**src/rtl/dmactl_pkg.sv**
```systemverilog
package dmactl_pkg;

    // Control actions, indexed by the low three offset bits of offsets 8..15.
    typedef enum logic [2:0] {
        OP_CMD      = 3'd0,
        OP_REQ      = 3'd1,
        OP_MASK_ONE = 3'd2,
        OP_MODE     = 3'd3,
        OP_CLR_FF   = 3'd4,
        OP_MRESET   = 3'd5,
        OP_MASK_CLR = 3'd6,
        OP_MASK_LD  = 3'd7
    } ctl_op_e;

    localparam int OFS_W = 4;
    // Only this command bit may be set for a command write to be taken.
    localparam logic [7:0] CMD_ALLOWED = 8'h04;

endpackage

```
**src/rtl/dmactl_decode.sv**
```systemverilog
module dmactl_decode
    import dmactl_pkg::*;
(
    input  logic             wr_en_i,
    input  logic             rd_en_i,
    input  logic [OFS_W-1:0] addr_i,
    output logic             wr_ctl_o,
    output logic             rd_ctl_o,
    output logic             chan_acc_o,
    output ctl_op_e          op_o
);
    logic ctl_window;

    always_comb begin
        ctl_window = addr_i[OFS_W-1];
        wr_ctl_o   = wr_en_i && ctl_window;
        rd_ctl_o   = rd_en_i && ctl_window;
        chan_acc_o = (wr_en_i || rd_en_i) && !ctl_window;
        op_o       = ctl_op_e'(addr_i[2:0]);
    end
endmodule

```
**src/rtl/dmactl_regs.sv**
```systemverilog
module dmactl_regs
    import dmactl_pkg::*;
#(
    parameter int NCH = 4,
    parameter int DW  = 8
) (
    input  logic              clk,
    input  logic              rst_n,
    input  logic              wr_ctl_i,
    input  logic              rd_ctl_i,
    input  logic              chan_acc_i,
    input  ctl_op_e           op_i,
    input  logic [DW-1:0]     wdata_i,
    input  logic [NCH-1:0]    dreq_hold_i,
    input  logic [NCH-1:0]    dreq_release_i,
    input  logic [NCH-1:0]    tc_i,
    output logic [DW-1:0]     rdata_o,
    output logic [DW-1:0]     cmd_o,
    output logic [NCH*DW-1:0] mode_o,
    output logic [NCH-1:0]    mask_o,
    output logic [NCH-1:0]    req_o,
    output logic              flip_o
);
    localparam int CHW = (NCH > 1) ? $clog2(NCH) : 1;

    typedef struct packed {
        logic [DW-1:0]           cmd;
        logic [NCH-1:0]          mask;
        logic [NCH-1:0]          req;
        logic [NCH-1:0]          tc;
        logic                    flip;
        logic [NCH-1:0][DW-1:0]  mode;
    } regs_t;

    regs_t st_d, st_q;
    logic [CHW-1:0] sel;

    always_comb begin
        sel  = wdata_i[CHW-1:0];
        st_d = st_q;
        // A status read drops the terminal-count bits at this edge.
        if (rd_ctl_i && op_i == OP_CMD) begin
            st_d.tc = '0;
        end
        if (chan_acc_i) begin
            st_d.flip = ~st_q.flip;
        end
        if (wr_ctl_i) begin
            unique case (op_i)
                OP_CMD: begin
                    if ((wdata_i & ~CMD_ALLOWED) == '0) begin
                        st_d.cmd = wdata_i;
                    end
                end
                OP_REQ: begin
                    st_d.req[sel] = wdata_i[2];
                    st_d.tc[sel]  = 1'b0;
                end
                OP_MASK_ONE: st_d.mask[sel] = wdata_i[2];
                OP_MODE:     st_d.mode[sel] = wdata_i;
                OP_CLR_FF:   st_d.flip = 1'b0;
                OP_MRESET: begin
                    st_d.flip = 1'b0;
                    st_d.mask = '1;
                    st_d.req  = '0;
                    st_d.tc   = '0;
                    st_d.cmd  = '0;
                end
                OP_MASK_CLR: st_d.mask = '0;
                OP_MASK_LD:  st_d.mask = wdata_i[NCH-1:0];
                default: ;
            endcase
        end
        // Device request lines override bus writes; hold beats release.
        st_d.req = (st_d.req & ~dreq_release_i) | dreq_hold_i;
        st_d.tc  = st_d.tc | tc_i;
    end

    always_ff @(posedge clk) begin
        if (!rst_n) begin
            st_q      <= '0;
            st_q.mask <= '1;
        end else begin
            st_q <= st_d;
        end
    end

    always_comb begin
        rdata_o = '0;
        if (rd_ctl_i) begin
            if (op_i == OP_CMD) begin
                rdata_o = DW'({st_q.req, st_q.tc});
            end else if (op_i == OP_MASK_LD) begin
                rdata_o = DW'(st_q.mask);
            end
        end
    end

    assign cmd_o  = st_q.cmd;
    assign mode_o = st_q.mode;
    assign mask_o = st_q.mask;
    assign req_o  = st_q.req;
    assign flip_o = st_q.flip;

    // only the permitted command bit can ever be held
    a_r2_cmd_legal: assert property (@(posedge clk) disable iff (!rst_n)
        (st_q.cmd & ~CMD_ALLOWED) == '0);

    // master reset leaves mask full, command empty, flip-flop low
    a_r7_master_reset: assert property (@(posedge clk) disable iff (!rst_n)
        (wr_ctl_i && op_i == OP_MRESET) |=>
            (st_q.mask == '1 && st_q.cmd == '0 && !st_q.flip));

    // status read without a new terminal count empties the low nibble
    a_r9_read_clears_tc: assert property (@(posedge clk) disable iff (!rst_n)
        (rd_ctl_i && op_i == OP_CMD && tc_i == '0) |=> (st_q.tc == '0));

    // a held request line always shows up as a set request bit
    a_r10_hold_sets_req: assert property (@(posedge clk) disable iff (!rst_n)
        (|dreq_hold_i) |=> ((st_q.req & $past(dreq_hold_i)) == $past(dreq_hold_i)));

    // a channel register access flips the byte pointer
    a_r6_ff_toggle: assert property (@(posedge clk) disable iff (!rst_n)
        chan_acc_i |=> (st_q.flip != $past(st_q.flip)));

    // a reported terminal count is never lost
    a_r11_tc_kept: assert property (@(posedge clk) disable iff (!rst_n)
        (|tc_i) |=> ((st_q.tc & $past(tc_i)) == $past(tc_i)));
endmodule

```
**src/rtl/dmactl_service.sv**
```systemverilog
module dmactl_service #(
    parameter int NCH = 4
) (
    input  logic           clk,
    input  logic           rst_n,
    input  logic [NCH-1:0] mask_i,
    input  logic [NCH-1:0] req_i,
    output logic [NCH-1:0] svc_en_o,
    output logic [NCH-1:0] grant_o,
    output logic           grant_valid_o
);
    for (genvar c = 0; c < NCH; c++) begin : g_en
        assign svc_en_o[c] = !mask_i[c] && req_i[c];
    end

    logic found;
    always_comb begin
        grant_o = '0;
        found   = 1'b0;
        for (int i = 0; i < NCH; i++) begin
            if (svc_en_o[i] && !found) begin
                grant_o[i] = 1'b1;
                found      = 1'b1;
            end
        end
    end

    assign grant_valid_o = |grant_o;

    // at most one channel granted
    a_r12_grant_onehot: assert property (@(posedge clk) disable iff (!rst_n)
        $onehot0(grant_o));

    // a grant only goes to an enabled channel
    a_r12_grant_enabled: assert property (@(posedge clk) disable iff (!rst_n)
        (grant_o & ~svc_en_o) == '0);

    // some channel is granted whenever any is enabled
    a_r12_grant_when_any: assert property (@(posedge clk) disable iff (!rst_n)
        (|svc_en_o) == grant_valid_o);
endmodule

```
**src/rtl/dmactl_top.sv**
```systemverilog
module dmactl_top
    import dmactl_pkg::*;
#(
    parameter int NCH = 4,
    parameter int DW  = 8
) (
    input  logic              clk,
    input  logic              rst_n,
    input  logic              wr_en_i,
    input  logic              rd_en_i,
    input  logic [OFS_W-1:0]  addr_i,
    input  logic [DW-1:0]     wdata_i,
    output logic [DW-1:0]     rdata_o,
    input  logic [NCH-1:0]    dreq_hold_i,
    input  logic [NCH-1:0]    dreq_release_i,
    input  logic [NCH-1:0]    tc_i,
    output logic [DW-1:0]     cmd_o,
    output logic [NCH*DW-1:0] mode_o,
    output logic [NCH-1:0]    mask_o,
    output logic              flip_o,
    output logic [NCH-1:0]    svc_en_o,
    output logic [NCH-1:0]    grant_o,
    output logic              grant_valid_o
);
    logic     wr_ctl, rd_ctl, chan_acc;
    ctl_op_e  op;
    logic [NCH-1:0] req;

    dmactl_decode u_decode (
        .wr_en_i    (wr_en_i),
        .rd_en_i    (rd_en_i),
        .addr_i     (addr_i),
        .wr_ctl_o   (wr_ctl),
        .rd_ctl_o   (rd_ctl),
        .chan_acc_o (chan_acc),
        .op_o       (op)
    );

    dmactl_regs #(.NCH(NCH), .DW(DW)) u_regs (
        .clk            (clk),
        .rst_n          (rst_n),
        .wr_ctl_i       (wr_ctl),
        .rd_ctl_i       (rd_ctl),
        .chan_acc_i     (chan_acc),
        .op_i           (op),
        .wdata_i        (wdata_i),
        .dreq_hold_i    (dreq_hold_i),
        .dreq_release_i (dreq_release_i),
        .tc_i           (tc_i),
        .rdata_o        (rdata_o),
        .cmd_o          (cmd_o),
        .mode_o         (mode_o),
        .mask_o         (mask_o),
        .req_o          (req),
        .flip_o         (flip_o)
    );

    dmactl_service #(.NCH(NCH)) u_service (
        .clk           (clk),
        .rst_n         (rst_n),
        .mask_i        (mask_o),
        .req_i         (req),
        .svc_en_o      (svc_en_o),
        .grant_o       (grant_o),
        .grant_valid_o (grant_valid_o)
    );
endmodule

```
**config.mk**
```make
export PLATFORM = sky130hd
export DESIGN_NAME = dmactl_top
export DESIGN_NICKNAME = d
export VERILOG_FILES = /design/src/rtl/dmactl_pkg.sv /design/src/rtl/dmactl_decode.sv /design/src/rtl/dmactl_regs.sv /design/src/rtl/dmactl_service.sv /design/src/rtl/dmactl_top.sv
export SDC_FILE = /design/constraint.sdc
export NUM_CORES = 1
export LEC_CHECK = 0
export ABC_AREA = 0
export BUFFER_PORTS_ARGS = -buffer_cell sky130_fd_sc_hd__buf_2
export CORE_MARGIN = 5
export CORE_UTILIZATION = 45
export CTS_BUF_LIST = sky130_fd_sc_hd__clkbuf_8
export CTS_CLUSTER_SIZE = 12
export DETAILED_ROUTE_END_ITERATION = 10
export PLACE_DENSITY = 0.78
export SYNTH_ARGS = -nofsm -noshare
export SYNTH_HDL_FRONTEND = slang
export SYNTH_SLANG_ARGS = --single-unit
```
**constraint.sdc**
```tcl
create_clock -name clk -period 1.8 [get_ports clk]
set_clock_uncertainty 0.15 [all_clocks]
set_input_delay 0.36 -clock clk [delete_from_list [all_inputs] [get_ports clk]]
set_output_delay 0.36 -clock clk [all_outputs]
set_load 0.01 [all_outputs]
```
==> results.yml, run 1 <==
finish:
  final_cell_mix: "86 x buf_2, 50 x dfxtp_1, 28 x mux2i_1"
  syn_to_final_growth_pct: 17.3
  drive_gt1_share_pct: 38.1
  post-route-cell-area_um2: 3150
  layout_commonest_cell: "buf_2"
  fin_util_pct: 53.9
  nNetsFinal: 371
  antenna_cells: 0
critical_path:
  cp.arrival_ns: 1.32
  required_ns: 1.29
  slowest_delay_ns: 0.33
  crit_start: "u_regs.req_o[0]$_SDFF_PN0_"
  worstPathMaxFanout: 2
  reg2reg_setup_slack_ns: 0.70
  crit_slowest_cell: "dfxtp_2"
  crit_path_end_kind: "output port"
  critPathKind: "register to output port"
  rr_worst_depth: 2
  crit_chain: "nor2b_4 -> nand2b_4 -> or3_1 -> buf_2"
  r2r_start: "u_regs.flip_o$_SDFF_PN0_"
  r2r_end: "u_regs.flip_o$_SDFF_PN0_"
  critPathLaunchType: "register"
  critPathCapture: "grant_valid_o"
placed_design:
  dpl_cell_area_um2: 2940
  io_buffers: 89
  dp_hpwl_um: 4660
  preCtsSetupSlack_ns: 0.0165
  gp_congestion: 0.851
logic_synthesis:
  netlist_area_um2: 2690
  dominantRegCellSynth: "dfxtp_1"
  synth-warning-count: 0
  synth_cell_types: 46
  yosys_register_bits: 53
  avgSynthCellArea_um2: 9.36
  seq_area_frac_synth_pct: 39.5
  syn_inst: 287
  syn-num-nets: 315
  synth_edf_count: 0
  async_reset_ff_share_pct: 0
timing:
  timing.hold.ws_ns: 0.0986
  worstMarginPinSlew_ns: 0.384
  setup_viol: 1
  fmax_mhz: 547
  rsz0062_at_grt: "true"
  finalWorstPathRequiredPeriod_ns: 1.83
  period_share_pct: 102
  setup_ws_ns: -0.0277
  finalHoldViolations: 0
  slew_headroom_pct: 74.4
  report.final.slew_viol_count: 0
worst_hold_path:
  min_path_type: "input pin to register"
  hp-start: "dreq_release_i[1]"
detailed_routing:
  viasPerCell: 5.02
  post-route-drc-count: 0
  firstDrtPassIters: 4
  wl_per_cell_um: 14.8
  drtIter0Drc: 125
  vias: 2104
  drt-total-wl_um: 6210
  postRouteAntennaNets: 0
floorplan:
  rows: 28
  io_pins: 90
  core-area_um2: 5850
  die_h_um: 87.3
  die_area_um2: 7620
  initial_core_util_pct: 45.9
  die_w_um: 87.3
cts:
  clk_pin_slew_ns: 0.09
  cts.sinks: 53
  cts.path.max_buffers: 2
  cts-root-buf: "clkbuf_8"
  cts_buffers: 5
  htreeDepth: 2
  cts_tree: "done"
  clock_latency_ns: 0.31
global_route:
  track_usage_pct: 15.8
  grt_pass1_wl_um: 9560
  grt_max_degree: 29
  grt_pass1_vias: 1975
  grt_overflow: 0
  antenna_found_initial: 0
pwr:
  leakagePower_nw: 1.64
  powerDensity_nw_per_um2: 717
  ir_drop_v: 0.000418
  total_power_w: 0.00226
run_status:
  status: "complete, but fails checks"
  violations: "negative setup slack"
run:
  cap_violations: 0
-- layout make-up --
class                      instances  area, µm²
timing repair buffer             106        613
clock inverter                     3       42.5
multi-input combinational        168       1240
fill                             542       2700
inverter                           9       33.8
tap                               75       93.8
clock buffer                       5       68.8
sequential                        53       1060
-- critical path, delay by kind of cell (launching register included) --
kind	cells	cell delay, ns
buffers and inverters	1	0.14
DFF	1	0.33
and+or+nand+nor	3	0.55
-- cells in the mapped netlist (2+ instances only) --
library cell	n	area share [%]
clkbuf_1	5	0.70
nor3b_1	3	0.84
a221oi_1	2	0.65
a211oi_1	2	0.56
buf_4	46	13
a22o_1	4	1.3
and3_1	11	2.6
buf_2	5	0.93
o22ai_1	3	0.70
o21ai_0	2	0.37
mux2i_1	28	10
and2_1	4	0.93
o21a_1	2	0.56
nand2_1	12	1.7
o21ai_1	5	0.93
nor2b_1	30	7.0
and4b_1	3	1.1
a21oi_1	3	0.56
nand2b_1	4	0.93
inv_1	8	1.1
or2_1	2	0.47
nand3_4	3	2.0
nand3_1	3	0.56
a21boi_1	2	0.56
nor2_1	13	1.8
nor3_1	3	0.56
a31oi_1	8	1.9
dfxtp_1	53	39
-- how the worst min path moves through the flow --
stage                                 endpoint  cells after the start
floorplan                             register                      2
global placement                      register                      2
detailed placement                    register                      2
CTS                 u_regs.req_o[2]$_SDFF_PN0_                      2
global route        u_regs.req_o[2]$_SDFF_PN0_                      2
finish              u_regs.req_o[1]$_SDFF_PN0_                      2
-- through the flow --
step	TNS (ns)	std cells
final	-0.0277	419
after global routing	-0.117	419
after CTS	-0.0371	418
after detailed placement	0	408
after global placement	0	408
after floorplan	0	287
-- metal layers --
layer | vias to the layer above | GRT usage [%] | wire (µm)
met5 | - | 0 | 0
met4 | 0 | 3.77 | 48
met3 | 7 | 5.87 | 604
met2 | 72 | 25.1 | 2700
met1 | 970 | 20.4 | 2850
li1 | 1055 | - | -
-- cell families (layout without fill, tap and decap cells) --
group	after synthesis	in the layout	share of synthesized area, %
AND/OR/NAND/NOR	101	101	23.8
AO/OA/AOI/OAI	39	39	10.1
multiplexers	28	28	10.4
buffers and inverters	66	123	16.2
flip-flops	53	53	39.5
-- what timing repair did --
item / 4_1_cts / 5_1_grt
resized for setup: 7 / 15
buffers inserted: 2 / 1
setup endpoints to repair: 3 / 11
pin swaps: 1 / 4
hold buffers: 0 / 0
-- report_power, final --
group,switching (W),internal (W)
Sequential,0.0000150,0.00119
Clock,0.000384,0.000412
Combinational,0.000138,0.000117
Total,0.000536,0.00172
Power figures use the tool's default switching activity.
==> run 2, diff against run 1 <==
--- a/config.mk
+++ b/config.mk
@@ -9,7 +9,7 @@
 export BUFFER_PORTS_ARGS = -buffer_cell sky130_fd_sc_hd__buf_2
 export CORE_MARGIN = 5
 export CORE_UTILIZATION = 45
-export CTS_BUF_LIST = sky130_fd_sc_hd__clkbuf_8
+export CTS_BUF_LIST = sky130_fd_sc_hd__clkbuf_16
 export CTS_CLUSTER_SIZE = 12
 export DETAILED_ROUTE_END_ITERATION = 10
 export PLACE_DENSITY = 0.78
==> results.yml, run 2 (same netlist as run 1, synthesis figures left out) <==
timing:
  period_share_pct: 100
  worstMarginPinSlew_ns: 0.383
  rsz0062_at_grt: "true"
  setup_tns_ns: -0.00353
  report.final.slew_viol_count: 0
  setup_viol: 1
  fmax_mhz: 554
  finalHoldViolations: 0
  setup_ws_ns: -0.00353
  finalWorstPathRequiredPeriod_ns: 1.80
  slew_headroom_pct: 74.5
floorplan:
  initial_core_util_pct: 45.9
  rows: 28
  die_area_um2: 7620
  die_h_um: 87.3
  io_pins: 90
  die_w_um: 87.3
  core-area_um2: 5850
global_route:
  grt_max_degree: 29
  grt_pass1_wl_um: 9540
  antenna_found_initial: 0
  grt_overflow: 0
  track_usage_pct: 15.8
  grt_pass1_vias: 1990
detailed_routing:
  drt-total-wl_um: 6160
  viasPerCell: 5.05
  wl_per_cell_um: 14.7
  drtIter0Drc: 149
  post-route-drc-count: 0
  postRouteAntennaNets: 0
  firstDrtPassIters: 4
  vias: 2111
critical_path:
  required_ns: 1.29
  crit_buf_inv: 1
  critPathLaunchType: "register"
  crit_slowest_cell: "dfxtp_2"
  crit_chain: "nor2b_4 -> nand2b_4 -> or3_1 -> buf_2"
  crit_path_end_kind: "output port"
  slowest_delay_ns: 0.32
  worstPathMaxFanout: 2
  rr_worst_depth: 2
  critPathKind: "register to output port"
  cp.arrival_ns: 1.29
  cp.depth: 4
  critPathTopFamily: "simple AND/OR/NAND/NOR gates"
pwr:
  powerDensity_nw_per_um2: 790
  switching_power_w: 0.000564
  ir_drop_v: 0.000372
  pwr-share-comb_pct: 10.0
  power.internal_w: 0.00196
  leakagePower_nw: 1.66
  p_seq_share_pct: 47.9
  total_power_w: 0.00253
  switching_share_pct: 22.3
  clock_power_share_pct: 42.2
placed_design:
  io_buffers: 89
  gp_congestion: 0.851
  dpl_cell_area_um2: 2940
  dp_hpwl_um: 4660
  preCtsSetupSlack_ns: 0.0165
cts:
  cts_tree: "done"
  cts.sinks: 53
  cts-root-buf: "clkbuf_16"
  htreeDepth: 2
  cts_buffers: 5
  clk_pin_slew_ns: 0.07
  cts.path.max_buffers: 2
  clock_latency_ns: 0.29
finish:
  post-route-cell-area_um2: 3200
  antenna_cells: 0
  final_cell_mix: "86 x buf_2, 51 x dfxtp_1, 28 x mux2i_1"
  fillers: 535
  layout_commonest_cell: "buf_2"
  syn_to_final_growth_pct: 19.1
  drive_gt1_share_pct: 37.6
  nNetsFinal: 370
worst_hold_path:
  holdPathStages: 2
  min_path_type: "input pin to register"
run_status:
  status: "complete, but fails checks"
  violations: "negative setup slack"
run:
  cap_violations: 0
-- run 2: changes by cell type in the layout (fill, tap and decap cells not counted), sizes merged --
cell	previous run	this run
buf	106	105
-- run 2: path summary, 6_finish.rpt --
kind	endpoint	from	slack, ns
setup reg to reg	u_regs.flip_o$_SDFF_PN0_	u_regs.flip_o$_SDFF_PN0_	0.71
hold reg to reg	register	register	0.29
hold / removal	u_regs.req_o[2]$_SDFF_PN0_	dreq_release_i[2]	0.12
setup / recovery	grant_valid_o	u_regs.req_o[0]$_SDFF_PN0_	-0.004
-- run 2: layout make-up --
type | instances | area, µm² | share of cell area, %
multi-input combinational | 168 | 1240 | 38.6
inverter | 9 | 33.8 | 1.06
sequential | 53 | 1060 | 33.2
clock buffer | 5 | 125 | 3.91
tap | 75 | 93.8 | 2.93
clock inverter | 3 | 42.5 | 1.33
timing repair buffer | 105 | 606 | 18.9
-- run 2: layer usage --
metal	vias up	global-route usage, %	wire [µm]
met3	5	5.87	627
met2	76	25.1	2700
li1	1056	-	-
met5	-	0	0
met1	974	20.4	2790
met4	0	3.77	46
-- run 2: timing repair --
action	4_1_cts	5_1_grt
hold buffers	0	0
setup buffers	2	0
setup endpoints to repair	1	11
resized for setup	6	15
pin swaps	1	4
-- run 2: through the flow --
| step | hold WS (ns) | std cells | utilization, % |
|---|---|---|---|
| 6_report | 0.120 | 418 | 54.7 |
| 5_1_grt | 0.118 | 418 | 54.7 |
| 4_1_cts | 0.112 | 418 | 53.9 |
| 3_5_place_dp | 0.284 | 408 | 50.3 |
| 3_3_place_gp | 0.282 | 408 | 50.3 |
| 2_1_floorplan | 0.275 | 287 | - |
-- run 2: worst reg2reg max path: cells and delay by family, from the launching register on --
family / cells / cell delay [ns]
AO/OA/AOI/OAI: 2 / 0.47
flip-flops: 1 / 0.36
-- run 2: power by group through the flow --
stage	clock network (W)	logic [W]	registers, W
6_report	0.00107	0.000252	0.00121
5_1_grt	0.00114	0.000278	0.00121
4_1_cts	0.00109	0.000242	0.00121
3_5_place_dp	0	0.000236	0.00123
3_3_place_gp	0	0.000232	0.00123
2_1_floorplan	0	0.000145	0.00123
==> run 3, diff against run 2 <==
--- a/config.mk
+++ b/config.mk
@@ -8,11 +8,12 @@
 export ABC_AREA = 0
 export BUFFER_PORTS_ARGS = -buffer_cell sky130_fd_sc_hd__buf_2
 export CORE_MARGIN = 5
-export CORE_UTILIZATION = 45
+export CORE_UTILIZATION = 50
 export CTS_BUF_LIST = sky130_fd_sc_hd__clkbuf_16
 export CTS_CLUSTER_SIZE = 12
 export DETAILED_ROUTE_END_ITERATION = 10
-export PLACE_DENSITY = 0.78
+export PLACE_DENSITY = 0.84
+export SKIP_LAST_GASP = 1
 export SYNTH_ARGS = -nofsm -noshare
 export SYNTH_HDL_FRONTEND = slang
 export SYNTH_SLANG_ARGS = --single-unit
==> results.yml, run 3 (same netlist as run 1, synthesis figures left out) <==
timing:
  slew_headroom_pct: 76.5
  rsz0062_at_grt: "true"
  finalHoldViolations: 0
  setup_tns_ns: -0.0123
  period_share_pct: 101
  setup_viol: 1
  worstMarginPinSlew_ns: 0.352
  fmax_mhz: 552
  report.final.slew_viol_count: 0
  setup_ws_ns: -0.0123
  finalWorstPathRequiredPeriod_ns: 1.81
floorplan:
  rows: 26
  die_h_um: 83.3
  die_w_um: 83.3
  core-area_um2: 5170
  io_pins: 90
  initial_core_util_pct: 52.0
  die_area_um2: 6940
placed_design:
  io_buffers: 89
  preCtsSetupSlack_ns: 0.0110
  dpl_cell_area_um2: 2940
  gp_congestion: 0.840
  dp_hpwl_um: 4490
critical_path:
  reg2reg_setup_slack_ns: 0.74
  cp.depth: 4
  crit_path_end_kind: "output port"
  critPathKind: "register to output port"
  crit_start: "u_regs.req_o[0]$_SDFF_PN0_"
  r2r_end: "u_regs.flip_o$_SDFF_PN0_"
  critPathTopFamily: "simple AND/OR/NAND/NOR gates"
  slowest_delay_ns: 0.33
  critPathLaunchType: "register"
  crit_slowest_cell: "dfxtp_2"
  crit_chain: "nor2b_4 -> nand2b_4 -> or3_1 -> buf_2"
  crit_buf_inv: 1
  rr_worst_depth: 2
  required_ns: 1.29
  worstPathMaxFanout: 3
  critPathCapture: "grant_valid_o"
  cp.arrival_ns: 1.30
  r2r_start: "u_regs.flip_o$_SDFF_PN0_"
cts:
  clk_pin_slew_ns: 0.07
  htreeDepth: 2
  cts.path.max_buffers: 2
  cts_tree: "done"
  holdBufCountCts: 0
  cts.sinks: 53
  clock_latency_ns: 0.29
  cts_buffers: 5
  cts-root-buf: "clkbuf_16"
run_status:
  status: "complete, but fails checks"
  violations: "negative setup slack"
finish:
  ff_latch_area_um2: 1060
  post-route-cell-area_um2: 3170
  multiInputGateArea_um2: 1240
  antenna_cells: 0
  fillers: 434
  layout_commonest_cell: "buf_2"
  nNetsFinal: 369
  final_cell_mix: "86 x buf_2, 51 x dfxtp_1, 28 x nor2b_1, 28 x mux2i_1, 14 x buf_4"
  drive_gt1_share_pct: 37.7
  syn_to_final_growth_pct: 17.9
global_route:
  grt_use_met2_pct: 28.1
  antenna_found_initial: 0
  grt_max_degree: 26
  met1_usage_pct: 22.2
  grt_pass1_wl_um: 10200
  grt_overflow: 0
  gr-usage-met3_pct: 6.44
  track_usage_pct: 17.6
  grt_pass1_vias: 2082
  top_usage_layer: "met2"
run:
  cap_violations: 0
detailed_routing:
  wl_per_cell_um: 14.5
  vias: 2110
  drt-total-wl_um: 5990
  firstDrtPassIters: 4
  postRouteAntennaNets: 0
  post-route-drc-count: 0
  drtIter0Drc: 131
  viasPerCell: 5.12
pwr:
  ir_drop_v: 0.000470
  leakagePower_nw: 1.65
  powerDensity_nw_per_um2: 756
worst_hold_path:
  min_path_type: "input pin to register"
[run 3: repair_timing]
action                                  in CTS  in global routing
gates resized for setup                      6                 15
endpoints found under the setup margin       1                 10
pin swaps                                    1                  2
setup buffers                                1                  0
[run 3: per-layer routing]
layer  vias to the layer above  routed length (µm)  part of all wire (%)
li1                       1053                   -                     -
met1                       977                2640                    44
met2                        73                2750                    46
met3                         7                 547                   9.1
met4                         0                  61                   1.0
met5                         -                   0                     0
[run 3: worst min-delay path by stage]
stage                                  to  depth (start not counted)               from  slack [ns]
2_1_floorplan                    register                          2           register        0.27
3_3_place_gp                     register                          2           register        0.28
3_5_place_dp                     register                          2           register        0.29
4_1_cts        u_regs.req_o[2]$_SDFF_PN0_                          2  dreq_release_i[2]        0.11
5_1_grt        u_regs.req_o[2]$_SDFF_PN0_                          2  dreq_release_i[2]        0.11
6_report       u_regs.req_o[2]$_SDFF_PN0_                          2  dreq_release_i[2]        0.11
[run 3: area by class of cell]
cell class | count | share of cell area, %
inverter | 9 | 1.07
timing repair buffer | 104 | 18.9
clock inverter | 3 | 0.671
clock buffer | 5 | 3.95
multi-input combinational | 168 | 39.1
tap | 70 | 2.76
sequential | 53 | 33.6
[run 3: worst register-to-register path, delay by kind of cell (launching register included)]
kind	cells	cell delay (ns)
AOI/OAI and AO/OA	2	0.44
DFF	1	0.36
[run 3: power by group]
group | switching (W) | internal (W) | total (W)
registers | 0.0000151 | 0.00119 | 0.00121
clock network | 0.000421 | 0.000518 | 0.000939
logic | 0.000134 | 0.000113 | 0.000247
total | 0.000570 | 0.00182 | 0.00239
[run 3: metrics by stage]
step	std cells	util [%]	power, W	hold slack (ns)
after global routing	412	61.2	0.00250	0.106
after global placement	403	56.8	0.00146	0.281
after CTS	412	60.3	0.00240	0.105
after floorplan	287	-	0.00138	0.275
final	412	61.2	0.00239	0.113
after detailed placement	403	56.8	0.00147	0.286
